File: config.mk
export PLATFORM = sky130hd
export DESIGN_NAME = mii_rx_fmt
export DESIGN_NICKNAME = d
export VERILOG_FILES = /design/src/rtl/mii_rx_fmt_pkg.sv /design/src/rtl/mii_rx_hold.sv /design/src/rtl/mii_rx_gate.sv /design/src/rtl/mii_rx_launch.sv /design/src/rtl/mii_tx_mon.sv /design/src/rtl/mii_rx_fmt.sv
export SDC_FILE = /design/constraint.sdc
export NUM_CORES = 1
export LEC_CHECK = 0
export BUFFER_PORTS_ARGS = -buffer_cell sky130_fd_sc_hd__buf_4
export CORE_MARGIN = 3
export CORE_UTILIZATION = 30
export CTS_CLUSTER_SIZE = 14
export DETAILED_ROUTE_END_ITERATION = 16
export PLACE_DENSITY = 0.61
export SYNTH_ARGS = -nofsm -noshare
export SYNTH_HDL_FRONTEND = slang
export SYNTH_SLANG_ARGS = --single-unit
File: constraint.sdc
create_clock -name clk -period 1.3 [get_ports clk]
set_input_delay 0.26 -clock clk [delete_from_list [all_inputs] [get_ports clk]]
set_output_delay 0.26 -clock clk [all_outputs]
set_load 0.01 [all_outputs]
File: src/rtl/mii_rx_fmt_pkg.sv
`timescale 1ns/100ps
package mii_rx_fmt_pkg;

   typedef enum logic {
      ST_HUNT  = 1'b0,
      ST_FRAME = 1'b1
   } fmt_st_e;

   function automatic logic pair_hit(input logic [7:0] held, input logic [7:0] cur,
                                     input logic [7:0] lo, input logic [7:0] hi);
      return (held == lo) && (cur == hi);
   endfunction

endpackage

File: src/rtl/mii_rx_hold.sv
`timescale 1ns/100ps
module mii_rx_hold #(
   parameter int DW = 4
) (
   input  logic          clk,
   input  logic          rst_n,
   input  logic          car_i,
   input  logic [DW-1:0] nib_i,
   output logic          h_car_o,
   output logic [DW-1:0] h_nib_o
);

   always_ff @(posedge clk or negedge rst_n) begin
      if (!rst_n) begin
         h_car_o <= 1'b0;
         h_nib_o <= '0;
      end else begin
         h_car_o <= car_i;
         h_nib_o <= car_i ? nib_i : '0;
      end
   end

endmodule

File: src/rtl/mii_rx_gate.sv
`timescale 1ns/100ps
module mii_rx_gate
   import mii_rx_fmt_pkg::*;
#(
   parameter int          DW      = 4,
   parameter logic [7:0]  PRE_NIB = 8'h5,
   parameter logic [7:0]  SFD_NIB = 8'hD
) (
   input  logic          clk,
   input  logic          rst_n,
   input  logic          spd100_i,
   input  logic          car_i,
   input  logic [DW-1:0] nib_i,
   input  logic          h_car_i,
   input  logic [DW-1:0] h_nib_i,
   output logic          dv_o,
   output logic [DW-1:0] dat_o
);

   localparam int PADW = 8 - DW;

   fmt_st_e       st_q, st_d;
   logic          dv_d;
   logic [DW-1:0] dat_d;
   logic [7:0]    held_w, cur_w;
   logic          start_w;

   assign held_w  = {{PADW{1'b0}}, h_nib_i};
   assign cur_w   = {{PADW{1'b0}}, nib_i};
   assign start_w = car_i && pair_hit(held_w, cur_w, PRE_NIB, SFD_NIB);

   always_comb begin
      st_d  = st_q;
      dv_d  = 1'b0;
      dat_d = '0;
      if (!h_car_i) begin
         st_d = ST_HUNT;
      end else if (spd100_i) begin
         dv_d  = 1'b1;
         dat_d = h_nib_i;
         st_d  = ST_FRAME;
      end else begin
         unique case (st_q)
            ST_HUNT: begin
               if (start_w) begin
                  dv_d  = 1'b1;
                  dat_d = h_nib_i;
                  st_d  = ST_FRAME;
               end
            end
            ST_FRAME: begin
               dv_d  = 1'b1;
               dat_d = h_nib_i;
            end
            default: st_d = ST_HUNT;
         endcase
      end
   end

   always_ff @(posedge clk or negedge rst_n) begin
      if (!rst_n) begin
         st_q  <= ST_HUNT;
         dv_o  <= 1'b0;
         dat_o <= '0;
      end else begin
         st_q  <= st_d;
         dv_o  <= dv_d;
         dat_o <= dat_d;
      end
   end

endmodule

File: src/rtl/mii_rx_launch.sv
`timescale 1ns/100ps
module mii_rx_launch #(
   parameter int DW         = 4,
   parameter bit LAUNCH_FALL = 1'b1
) (
   input  logic          clk,
   input  logic          rst_n,
   input  logic          dv_i,
   input  logic [DW-1:0] dat_i,
   output logic          dv_o,
   output logic [DW-1:0] dat_o
);

   generate
      if (LAUNCH_FALL) begin : g_fall
         always_ff @(negedge clk or negedge rst_n) begin
            if (!rst_n) begin
               dv_o  <= 1'b0;
               dat_o <= '0;
            end else begin
               dv_o  <= dv_i;
               dat_o <= dv_i ? dat_i : '0;
            end
         end
      end else begin : g_rise
         always_ff @(posedge clk or negedge rst_n) begin
            if (!rst_n) begin
               dv_o  <= 1'b0;
               dat_o <= '0;
            end else begin
               dv_o  <= dv_i;
               dat_o <= dv_i ? dat_i : '0;
            end
         end
      end
   endgenerate

endmodule

File: src/rtl/mii_tx_mon.sv
`timescale 1ns/100ps
module mii_tx_mon #(
   parameter int         DW      = 4,
   parameter logic [7:0] PRE_NIB = 8'h5
) (
   input  logic          clk,
   input  logic          rst_n,
   input  logic          tx_en_i,
   input  logic [DW-1:0] txd_i,
   output logic          err_o
);

   localparam logic [DW-1:0] FIRST = PRE_NIB[DW-1:0];

   logic en_q;

   always_ff @(posedge clk or negedge rst_n) begin
      if (!rst_n) begin
         en_q  <= 1'b0;
         err_o <= 1'b0;
      end else begin
         en_q  <= tx_en_i;
         err_o <= tx_en_i && !en_q && (txd_i != FIRST);
      end
   end

endmodule

File: src/rtl/mii_rx_fmt.sv
`timescale 1ns/100ps
module mii_rx_fmt #(
   parameter int         DW          = 4,
   parameter logic [7:0] PRE_NIB     = 8'h5,
   parameter logic [7:0] SFD_NIB     = 8'hD,
   parameter bit         LAUNCH_FALL = 1'b1
) (
   input  logic          clk,
   input  logic          rst_n,
   input  logic          spd100_i,
   input  logic          car_i,
   input  logic [DW-1:0] nib_i,
   output logic [DW-1:0] rxd_o,
   output logic          rxdv_o,
   input  logic          tx_en_i,
   input  logic [DW-1:0] txd_i,
   output logic          tx_err_o
);

   generate
      if (DW < 2 || DW > 8) begin : g_bad_dw
         $error("mii_rx_fmt: DW must lie in 2..8");
      end
      if (PRE_NIB == SFD_NIB) begin : g_bad_pair
         $error("mii_rx_fmt: preamble and delimiter nibbles must differ");
      end
      if ((PRE_NIB >> DW) != 0 || (SFD_NIB >> DW) != 0) begin : g_bad_code
         $error("mii_rx_fmt: framing codes exceed DW bits");
      end
   endgenerate

   logic          h_car;
   logic [DW-1:0] h_nib;
   logic          g_dv;
   logic [DW-1:0] g_dat;

   mii_rx_hold #(.DW(DW)) u_hold (
      .clk     (clk),
      .rst_n   (rst_n),
      .car_i   (car_i),
      .nib_i   (nib_i),
      .h_car_o (h_car),
      .h_nib_o (h_nib)
   );

   mii_rx_gate #(.DW(DW), .PRE_NIB(PRE_NIB), .SFD_NIB(SFD_NIB)) u_gate (
      .clk      (clk),
      .rst_n    (rst_n),
      .spd100_i (spd100_i),
      .car_i    (car_i),
      .nib_i    (nib_i),
      .h_car_i  (h_car),
      .h_nib_i  (h_nib),
      .dv_o     (g_dv),
      .dat_o    (g_dat)
   );

   mii_rx_launch #(.DW(DW), .LAUNCH_FALL(LAUNCH_FALL)) u_launch (
      .clk   (clk),
      .rst_n (rst_n),
      .dv_i  (g_dv),
      .dat_i (g_dat),
      .dv_o  (rxdv_o),
      .dat_o (rxd_o)
   );

   mii_tx_mon #(.DW(DW), .PRE_NIB(PRE_NIB)) u_txmon (
      .clk     (clk),
      .rst_n   (rst_n),
      .tx_en_i (tx_en_i),
      .txd_i   (txd_i),
      .err_o   (tx_err_o)
   );

endmodule

# After elaboration in Yosys (flattened, before gate mapping)
# Cells that the tools add are included.
# W data, S select, Z words.
# totals
elab_cells	31
regBits	18
# op_classes
muxes	13
reduce_logical	5
bitwise_logic	1
n_eq_ne	3
# op_table
operator	count
$mux W4	5
$pmux W4 S2	1
$mux W1	6
$eq A4 B3 Y1 const B	1
$eq A4 B4 Y1 const B	1
$logic_and A1 B1 Y1	4
$ne A4 B3 Y1 const B	1
$pmux W1 S2	1
$logic_not A1 Y1	1
$not A1 Y1	1

# Logic depth before layout (Yosys ltp)
# Gate-level depths: netlist of run 1.
# depth
ltp_word	7
mapped_depth	2

# Hierarchy
# Synthesis of run 1 repeated with hierarchy kept, for this count alone.
# hier_totals
hier_cells	42
area_unflattened_um2	599.3
# modules_own_cells
module	cells_each	area_per_inst_um2	seq_area_each_um2	instances
mii_rx_gate	20	231.5	125.1	1
mii_rx_hold	9	150.1	125.1	1
mii_rx_launch	9	150.1	125.1	1
mii_tx_mon	4	67.6	50.0	1

==> impl_results.md, run 1 <==
- Sequential fraction of the synthesis area: 70.83%
- Max Transition Viols Final: 0
- Starting density of the core: 33.33%
- Failing checks: setup timing
- Core ar.: 1802 um2
- Drt first pass iters: 2
- Worst r2r path cells: 1
- Hold Path Origin: tx_en_i
- 1st-iter DRT viols: 2
- Pin count of the biggest net entering global routing: 18
- Finished Cell Area: 834.6 um2
- Status: finished, violations left
- Slew headroom: 80.90%
- Max Cap Viol: 0
- Layout Nets: slightly below 80
- Clock Latency Late Sink: 0.29 ns
- Synth top area share: 50.00%
- CP Cell Sequence: buf_4
- Mapped Cells: 40
- Layout cells sized above 1: 46.15%
- Commonest non-fill, non-tap cell in the layout: buf_4
- Routed WL: 1019 um
- Slowest cell on the critical path: dfrtn_1
- Yosys warnings: 0
- Site row count: 15
- Post-DR wirelength/cell: around 11 um
- First-pass GRT wire length: between 1500 and 2000 um
- Worst R2R Start: u_gate.dv_o
- Post-DR vias/cell: 4.333
- Commonest non-fill, non-tap cells in the layout: 20 x buf_4, 12 x dfrtp_1, 8 x and2_1
- Clk_skew: about 0.0091 ns
- Area leader, netlist: dfrtp_1
- Antenna Nets Post-Route: 0
- Ant. Diodes: 0
- Synth area leaders: dfrtp_1 50%, dfrtn_1 21%, and2_1 8.3%, o32ai_2 2.7%, o41ai_2 2.7%
- Pwr Total: approximately 930 uW
- RSZ-0062 raised after global routing: yes
- Clock root cell: clkbuf_4
- Final Hold Fails: 0
- Total GRT Usage: 9.461%
- Min-Delay Path Class: primary input to register
- Die height: approximately 50 um
- Fin worst setup slack: -0.4049 ns
- Critical path class: register to output port
- Count of final setup violators: 9
- Hold depth: 1
- CP Data Arrival Time: 1.44 ns
- Die area: 2575 um2
- I/O pins: 19
- Vias in the first global route: 396
- Via count: 390
- #FFs+latches synth: 17
- Placed inst area: ~770 um2
- P&R area growth vs syn: 38.96%
- Crit. End Element: output port
- Worst setup path start: u_launch.dat_o[1]
- Max VDD drop: 0.5345 mV
- Worst slew pin tran: 0.2856 ns
- CP peak stage delay: just under 0.4 ns
- Crit Path Max Fanout: 1
- Count of cell types in the netlist: 16
- Gr ovfl total: 0
- H-tree depth: 1
- CTS tree: built
- Clock Sinks: 17
- Mean post-synth cell area: approximately 15 um2
- DRC errors left: 0
- Gp weighted congestion: 0.6746
- HPWL after DPL: 736 um
- Syn Nets: 53
- Worst Path Buf+Inv: 1
- Pwr dens: approximately 1100 nW/um2
- Crit path required time: 1.04 ns
- CP Depth: 1
- Leak: 0.4118 nW
- Clock buffer depth: 2
- Post-synthesis instance area: between 600 and 700 um2
- Port Buffer Count: 18
- Clk slew on worst S/H paths: about 0.10 ns
- Min Hold Slack: ~0.075 ns
- Die Wd: 50.74 um
- Critical path startpoint category: register
- Num CTS Buffers: 3
- Worst path top cell family by delay: flip-flops
- Initial antenna violation count: 0
-- stage by stage --
step	std cells	worst slack [ns]	utilization, %	setup TNS [ns]
floorplan	40	-0.04423	-	-0.2879
global placement	84	-0.08398	42.99	-0.6145
detailed placement	84	-0.09272	42.99	-0.6608
CTS	90	-0.4159	45.49	-2.301
global route	90	-0.4396	46.32	-2.567
finish	90	-0.4049	46.32	-2.200
-- state kept, by name, summed over array words and instances, names as in the netlist --
name / flops
u_gate.dat_o: 4
u_launch.dv_o: 1
u_txmon.en_q: 1
u_launch.dat_o: 4
u_hold.h_car_o: 1
u_gate.dv_o: 1
u_hold.h_nib_o: 4
u_txmon.err_o: 1
-- worst paths after layout --
kind,to,slack (ns)
setup / recovery,rxd_o[1],-0.40
hold / removal,u_txmon.en_q,0.08
setup reg to reg,u_launch.dat_o[2],-0.06
hold reg to reg,u_txmon.err_o,0.41
max in group asynchronous,u_launch.dat_o[0],0.19
min in group asynchronous,u_gate.dat_o[0],0.35
-- repair_timing --
item / CTS / global route
hold buffers: 1 / 0
setup endpoints to repair: 9 / 11
hold endpoints to repair: 12 / 0
resized for setup: 0 / 3
buffers inserted: 1 / 0
-- logic make-up (layout without fill, tap and decap cells) --
| logic type | after synthesis | count (layout) | synth area share (%) |
|---|---|---|---|
| flops | 17 | 17 | 70.83 |
| compound gates | 6 | 6 | 10.83 |
| buf+inv | 3 | 28 | 1.875 |
| simple gates | 14 | 14 | 16.46 |
-- layout make-up --
cell class | instances | area (um2)
clock buffers | 3 | 22.52
clock inverters | 1 | 5.005
fillers | 175 | 967.2
inverters | 3 | 11.26
multi-input cells | 20 | 178.9
flip-flops and latches | 17 | 425.4
well taps | 25 | 31.28
repair buffers | 21 | 160.2
-- per-layer routing --
metal / up-vias / wire, um / GRT usage, %
li1: 190 / - / -
met1: 185 / 392 / 9.738
met2: 13 / 547 / 15.65
met3: 2 / 58 / 2.671
met4: 0 / 21 / 8.072
met5: - / 0 / 0
-- where the power goes --
part	switching [mW]	internal [mW]	total [mW]
Clock	0.162	0.114	0.276
Sequential	0.00978	0.551	0.561
Combinational	0.0417	0.0545	0.0962
Total	0.213	0.720	0.933
-- synth_stat cells (all sizes together) --
cell     n
dfrtp   12
and2     9
dfrtn    5
inv      3
nand2    1
nand4    1
nor3b    1
nor4bb   1
o211ai   1
o21a     1
o21ai    1
o31ai    1
o32ai    1
o41ai    1
or4b     1
No activity file was read; power rests on OpenSTA's default activity.
==> inputs of run 2 (changes only) <==
--- a/config.mk
+++ b/config.mk
@@ -8,9 +8,11 @@
 export BUFFER_PORTS_ARGS = -buffer_cell sky130_fd_sc_hd__buf_4
 export CORE_MARGIN = 3
 export CORE_UTILIZATION = 30
+export CTS_BUF_LIST = sky130_fd_sc_hd__clkbuf_4
 export CTS_CLUSTER_SIZE = 14
 export DETAILED_ROUTE_END_ITERATION = 16
 export PLACE_DENSITY = 0.61
+export SKIP_CTS_REPAIR_TIMING = 1
 export SYNTH_ARGS = -nofsm -noshare
 export SYNTH_HDL_FRONTEND = slang
 export SYNTH_SLANG_ARGS = --single-unit
==> impl_results.md, run 2 (same netlist as run 1, synthesis figures left out) <==
- Status: finished, violations left
- Failing checks: setup timing
- Die area: 2575 um2 (unchanged)
- Routed WL: 1005 um (-1.4%)
- Crit Path Max Fanout: 1 (unchanged)
- Site row count: 15 (unchanged)
- Util after Layout: 45.69% (-0.62 points)
- Clock Sinks: 17 (unchanged)
- CP peak stage delay: 0.39 ns (about the same)
- CTS tree: built
- Clock root cell: clkbuf_4
- Layout Nets: 78 (-1.3%)
- Port Buffer Count: 18 (unchanged)
- Placed inst area: 774.5 um2 (unchanged)
- 1st-iter DRT viols: 3 (+1)
- Regs by FF count: u_gate.dat_o (4), u_hold.h_nib_o (4), u_launch.dat_o (4)
- # fillers: 175 (unchanged)
- Initial antenna violation count: 0 (unchanged)
- Worst slew pin tran: 0.3107 ns (+0.02505 ns)
- Slew headroom: 79.15% (-1.8 points)
- Final Hold Fails: 0 (unchanged)
- Crit. End Element: output port
- Reg area: 425.4 um2 (unchanged)
- Leak: 0.4058 nW (-1.5%)
- Max Transition Viols Final: 0 (unchanged)
- Layout cells sized above 1: 43.75% (-2.4 points)
- Setup WS pre-CTS: -0.09272 ns (unchanged)
- Multi-input gate area: 175.2 um2 (-2.1%)
- CP Cell Sequence: buf_4
- H-tree depth: 1 (unchanged)
- Fin worst setup slack: -0.4049 ns (+0.00006400 ns)
- Critical path startpoint category: register
- Starting density of the core: 33.33% (unchanged)
- Worst Path Buf+Inv: 1 (unchanged)
- Core ar.: 1802 um2 (unchanged)
- Slowest cell on the critical path: dfrtn_1
- Clk slew on worst S/H paths: 0.10 ns (about the same)
- Pin count of the biggest net entering global routing: 18 (unchanged)
- Count of final setup violators: 9 (unchanged)
- Die height: 50.74 um (unchanged)
- DR WL met2: 533 um (-2.6%)
- WL met3: 58 um (unchanged)
- Antenna Nets Post-Route: 0 (unchanged)
- Gr ovfl total: 0 (unchanged)
- Drt first pass iters: 2 (unchanged)
- Min-Delay Path Class: primary input to register
- Die Wd: 50.74 um (unchanged)
- RSZ-0062 raised after global routing: yes
- Clock buffer depth: 2 (unchanged)
- Commonest non-fill, non-tap cells in the layout: 19 x buf_4, 12 x dfrtp_1, 8 x and2_1
- Post-DR vias/cell: 4.337 (about the same)
- WL met1: 391 um (-0.26%)
- Pwr Total: 927.7 uW (-0.60%)
- HPWL after DPL: 736 um (unchanged)
- Max Cap Viol: 0 (unchanged)
- Critical path class: register to output port
- Total GRT Usage: 9.398% (-0.063 points)
- CP Data Arrival Time: 1.44 ns (about the same)
- Setup_tns: -2.203 ns (-0.002690 ns)
- Worst path top cell family by delay: flip-flops
- Clk_skew: 0.009471 ns (+0.0003853 ns)
- Finished Cell Area: 823.3 um2 (-1.3%)
- Num CTS Buffers: 3 (unchanged)
- First-pass GRT wire length: 1704 um (-0.81%)
- Max VDD drop: 0.5343 mV (about the same)
- Ant. Diodes: 0 (unchanged)
- Pwr dens: 1127 nW/um2 (+0.76%)
- DRC errors left: 0 (unchanged)
- Crit path required time: 1.04 ns (about the same)
- Post-DR wirelength/cell: 11.29 um (-0.27%)
- Vias in the first global route: 393 (-0.76%)
- I/O pins: 19 (unchanged)
- Gp weighted congestion: 0.6746 (unchanged)
- Via count: 386 (-1.0%)
- Max Used Layer: met4
- Clock Latency Late Sink: 0.29 ns (about the same)
- Commonest non-fill, non-tap cell in the layout: buf_4
- P&R area growth vs syn: 37.08%
run 2: cell count changes in the layout (fill, tap and decap cells not counted):
cell,delta
buf_4,-1
o21ai_1,+1
o21ai_2,-1
run 2: routing by layer:
layer,global-route usage [%],vias up
met1,9.738,183
met2,15.43,13
met4,8.072,0
li1,-,188
met3,2.671,2
met5,0,-
run 2: area by class of cell:
| class | count | share of cell area (%) |
|---|---|---|
| Sequential cell | 17 | 51.67 |
| Multi-Input combinational cell | 20 | 21.28 |
| Timing Repair Buffer | 20 | 18.54 |
| Tap cell | 25 | 3.799 |
| Clock buffer | 3 | 2.736 |
| Inverter | 3 | 1.368 |
| Clock inverter | 1 | 0.6079 |
run 2: where the power goes:
group | leakage [nW] | switching [mW] | internal, mW
clock network | 0.0177 | 0.161 | 0.114
logic | 0.165 | 0.0401 | 0.0514
registers | 0.223 | 0.00948 | 0.551
total | 0.406 | 0.211 | 0.717
run 2: path summary, 6_finish.rpt:
kind,startpoint,depth (start not counted),to,slack [ns]
setup / recovery,u_launch.dat_o[1],1,rxd_o[1],-0.40
hold / removal,tx_en_i,1,u_txmon.en_q,0.08
setup reg to reg,u_gate.dv_o,1,u_launch.dat_o[0],-0.06
hold reg to reg,u_txmon.en_q,1,u_txmon.err_o,0.41
max in group asynchronous,rst_n,2,u_launch.dat_o[0],0.19
min in group asynchronous,rst_n,2,u_gate.dat_o[0],0.35
run 2: through the flow:
stage               std cells  hold WS [ns]
finish                     89       0.07556
global route               89       0.05321
CTS                        88       -0.1907
detailed placement         84        0.1325
global placement           84        0.1296
floorplan                  40      -0.03559
==> inputs of run 3 (changes only) <==
--- a/config.mk
+++ b/config.mk
@@ -5,6 +5,7 @@
 export SDC_FILE = /design/constraint.sdc
 export NUM_CORES = 1
 export LEC_CHECK = 0
+export ABC_AREA = 1
 export BUFFER_PORTS_ARGS = -buffer_cell sky130_fd_sc_hd__buf_4
 export CORE_MARGIN = 3
 export CORE_UTILIZATION = 30
==> impl_results.md, run 3 <==
- Worst slew pin tran: 0.1935 ns (-0.1172 ns)
- Crit path required time: 1.04 ns (about the same)
- Via count: 380 (-1.6%)
- CTS tree: built
- Port Buffer Count: 18 (unchanged)
- DRC errors left: 0 (unchanged)
- Layout cells sized above 1: 35.90% (-7.9 points)
- Total GRT Usage: 7.615% (-1.8 points)
- Die area: 2546 um2 (-1.1%)
- Slew headroom: 86.99% (+7.8 points)
- Leak: 0.4714 nW (+16%)
- Synth area leaders: dfrtp_1 51%, dfrtn_1 21%, inv_1 8.9%, nand2_1 7.0%, nor2_2 4.2%
- Area leader, netlist: dfrtp_1
- Gr ovfl total: 0 (unchanged)
- Util after Layout: 44.24% (-1.5 points)
- # fillers: 184 (+5.1%)
- Status: finished, violations left
- Starting density of the core: 32.92% (-0.42 points)
- Pin count of the biggest net entering global routing: 18 (unchanged)
- RSZ-0062 raised after global routing: yes
- Clock Sinks: 17 (unchanged)
- Synth top area share: 50.63% (+0.63 points)
- Clock root cell: clkbuf_4
- Post-synthesis instance area: 593.1 um2 (-1.2%)
- Die height: 50.46 um (-0.55%)
- Max Transition Viols Final: 0 (unchanged)
- Commonest non-fill, non-tap cells in the layout: 18 x buf_4, 14 x inv_1, 12 x dfrtp_1
- Post-synthesis adder-cell area fraction: 0% (unchanged)
- Num CTS Buffers: 3 (unchanged)
- Synth async-reset ratio: 100.0% (unchanged)
- Comb pwr share: 9.1% (-0.8 points)
- Count of cell types in the netlist: 10 (-6)
- Failing checks: setup timing
- Post-DR vias/cell: 3.689 (-15%)
- 1st-iter DRT viols: 3 (unchanged)
- Yosys warnings: 0 (unchanged)
- Post-synthesis xor/xnor area fraction: 0% (unchanged)
- NetSw: 205.0 uW (-2.8%)
- CP peak stage delay: 0.39 ns (about the same)
- Sw Share: 22.42% (-0.31 points)
- Crit. End Element: output port
- Site row count: 15 (unchanged)
- Gp weighted congestion: 0.7008 (+3.9%)
- Clk slew on worst S/H paths: 0.09 ns (about the same)
- Pwr dens: 1147 nW/um2 (+1.8%)
- Vias in the first global route: 331 (-16%)
- Ant. Diodes: 0 (unchanged)
- Mapped Cells: 55 (+38%)
- Min-Delay Path Class: primary input to register
- HPWL after DPL: 598 um (-19%)
- Compound-Gate Fraction of Synth Area: 1.266% (-9.6 points)
- #FFs+latches synth: 17 (unchanged)
- Critical path startpoint category: register
- Post-synth top cells: 14 x inv_1, 12 x dfrtp_1, 11 x nand2_1, 5 x dfrtn_1, 5 x nor2_1
- Routed WL: 781 um (-22%)
- P_int: 709.1 uW (-1.1%)
- Worst Path Buf+Inv: 1 (unchanged)
- Critical path class: register to output port
- Synth Flop Type: dfrtp_1
- Drt first pass iters: 3 (+1)
- Sequential fraction of the synthesis area: 71.73% (+0.90 points)
- Post-synth EDFFs: 0 (unchanged)
- Syn Nets: 68 (+28%)
- I/O pins: 19 (unchanged)
- P&R area growth vs syn: 34.39%
- CP Data Arrival Time: 1.44 ns (about the same)
- Setup_tns: -2.119 ns (+0.08400 ns)
- Count of final setup violators: 9 (unchanged)
- Clock buffer depth: 2 (unchanged)
- Core ar.: 1802 um2 (unchanged)
- Clock share of power: 29.6% (about the same)
- Die Wd: 50.46 um (-0.55%)
- Clock Latency Late Sink: 0.29 ns (about the same)
- Final Hold Fails: 0 (unchanged)
- Commonest non-fill, non-tap cell in the layout: buf_4
- First-pass GRT wire length: 1435 um (-16%)
- Layout Nets: 92 (+18%)
- Simple-gate share of the synthesized area: 18.14% (+1.7 points)
- Mux cell area share after synthesis: 0% (unchanged)
- Worst path top cell family by delay: flip-flops
- Largest family of logic cells by synthesized area: simple AND/OR/NAND/NOR gates
- Antenna Nets Post-Route: 0 (unchanged)
- CP Cell Sequence: buf_4
- Max VDD drop: 0.8856 mV (+66%)
- Regs by FF count: u_gate.dat_o (4), u_hold.h_nib_o (4), u_launch.dat_o (4)
- Top-count cell post-synth: inv_1
- Post-DR wirelength/cell: 7.583 um (-33%)
- H-tree depth: 1 (unchanged)
- Crit Path Max Fanout: 1 (unchanged)
- Slowest cell on the critical path: dfrtn_1
- Initial antenna violation count: 0 (unchanged)
- Fin worst setup slack: -0.4003 ns (+0.004581 ns)
- Mean post-synth cell area: 10.78 um2 (-28%)
- Clk_skew: 0.007486 ns (-0.001985 ns)
- Max Cap Viol: 0 (unchanged)
- Sequential Power Share: 61.3% (+0.9 points)
run 3: routing by layer:
layer  routed length, um  GRT usage [%]  vias up
met3                 117          5.045        0
met1                 306          9.108      159
li1                    -              -      199
met5                   0              0        -
met2                 358          10.87       22
met4                   0          2.691        0
run 3: power groups by stage:
stage | sequential, mW | combinational [mW] | clock (mW)
final | 0.561 | 0.0829 | 0.270
after CTS | 0.561 | 0.0832 | 0.289
after floorplan | 0.573 | 0.0274 | 0
after global placement | 0.571 | 0.0819 | 0
after detailed placement | 0.571 | 0.0831 | 0
after global routing | 0.563 | 0.0963 | 0.319
run 3: metrics by stage:
stage | area [um2] | instances | setup slack, ns | hold WS, ns | power, mW
6_report | 797.0 | 103 | -0.4003 | 0.08805 | 0.9141
5_1_grt | 797.0 | 103 | -0.4467 | 0.06253 | 0.9785
4_1_cts | 787.0 | 102 | -0.4124 | -0.1948 | 0.9331
3_5_place_dp | 759.5 | 98 | -0.08560 | 0.1334 | 0.6545
3_3_place_gp | 759.5 | 98 | -0.08467 | 0.1309 | 0.6527
2_1_floorplan | 593.1 | 55 | -0.02220 | -0.03559 | 0.6005
run 3: worst paths after layout:
check                             startpoint                end  slack [ns]  cells after the start
setup / recovery           u_launch.dat_o[2]           rxd_o[2]       -0.40                      1
hold / removal                       tx_en_i       u_txmon.en_q        0.09                      1
setup reg to reg                 u_gate.dv_o  u_launch.dat_o[2]       -0.04                      2
hold reg to reg                 u_txmon.en_q      u_txmon.err_o        0.40                      1
max in group asynchronous              rst_n  u_launch.dat_o[3]        0.20                      2
min in group asynchronous              rst_n    u_gate.dat_o[3]        0.36                      2
run 3: kinds of logic after synthesis:
kind of cell / after synthesis
compound gates: 1
buf+inv: 14
flops: 17
simple gates: 23
run 3: final cells by class:
cell class                 instances  area [um2]  area share [%]
clock buffer                       3       22.52           2.826
clock inverter                     1       5.005          0.6279
inverter                          14       52.55           6.593
multi-input combinational         24       115.1           14.44
sequential                        17       425.4           53.38
tap                               25       31.28           3.925
timing repair buffer              19       145.1           18.21
run 3: worst reg2reg max path, delay by kind of cell, from the launching register on:
kind,cells,cell delay (ns)
buffers and inverters,1,0.03
and+or+nand+nor,1,0.08
DFF,1,0.44
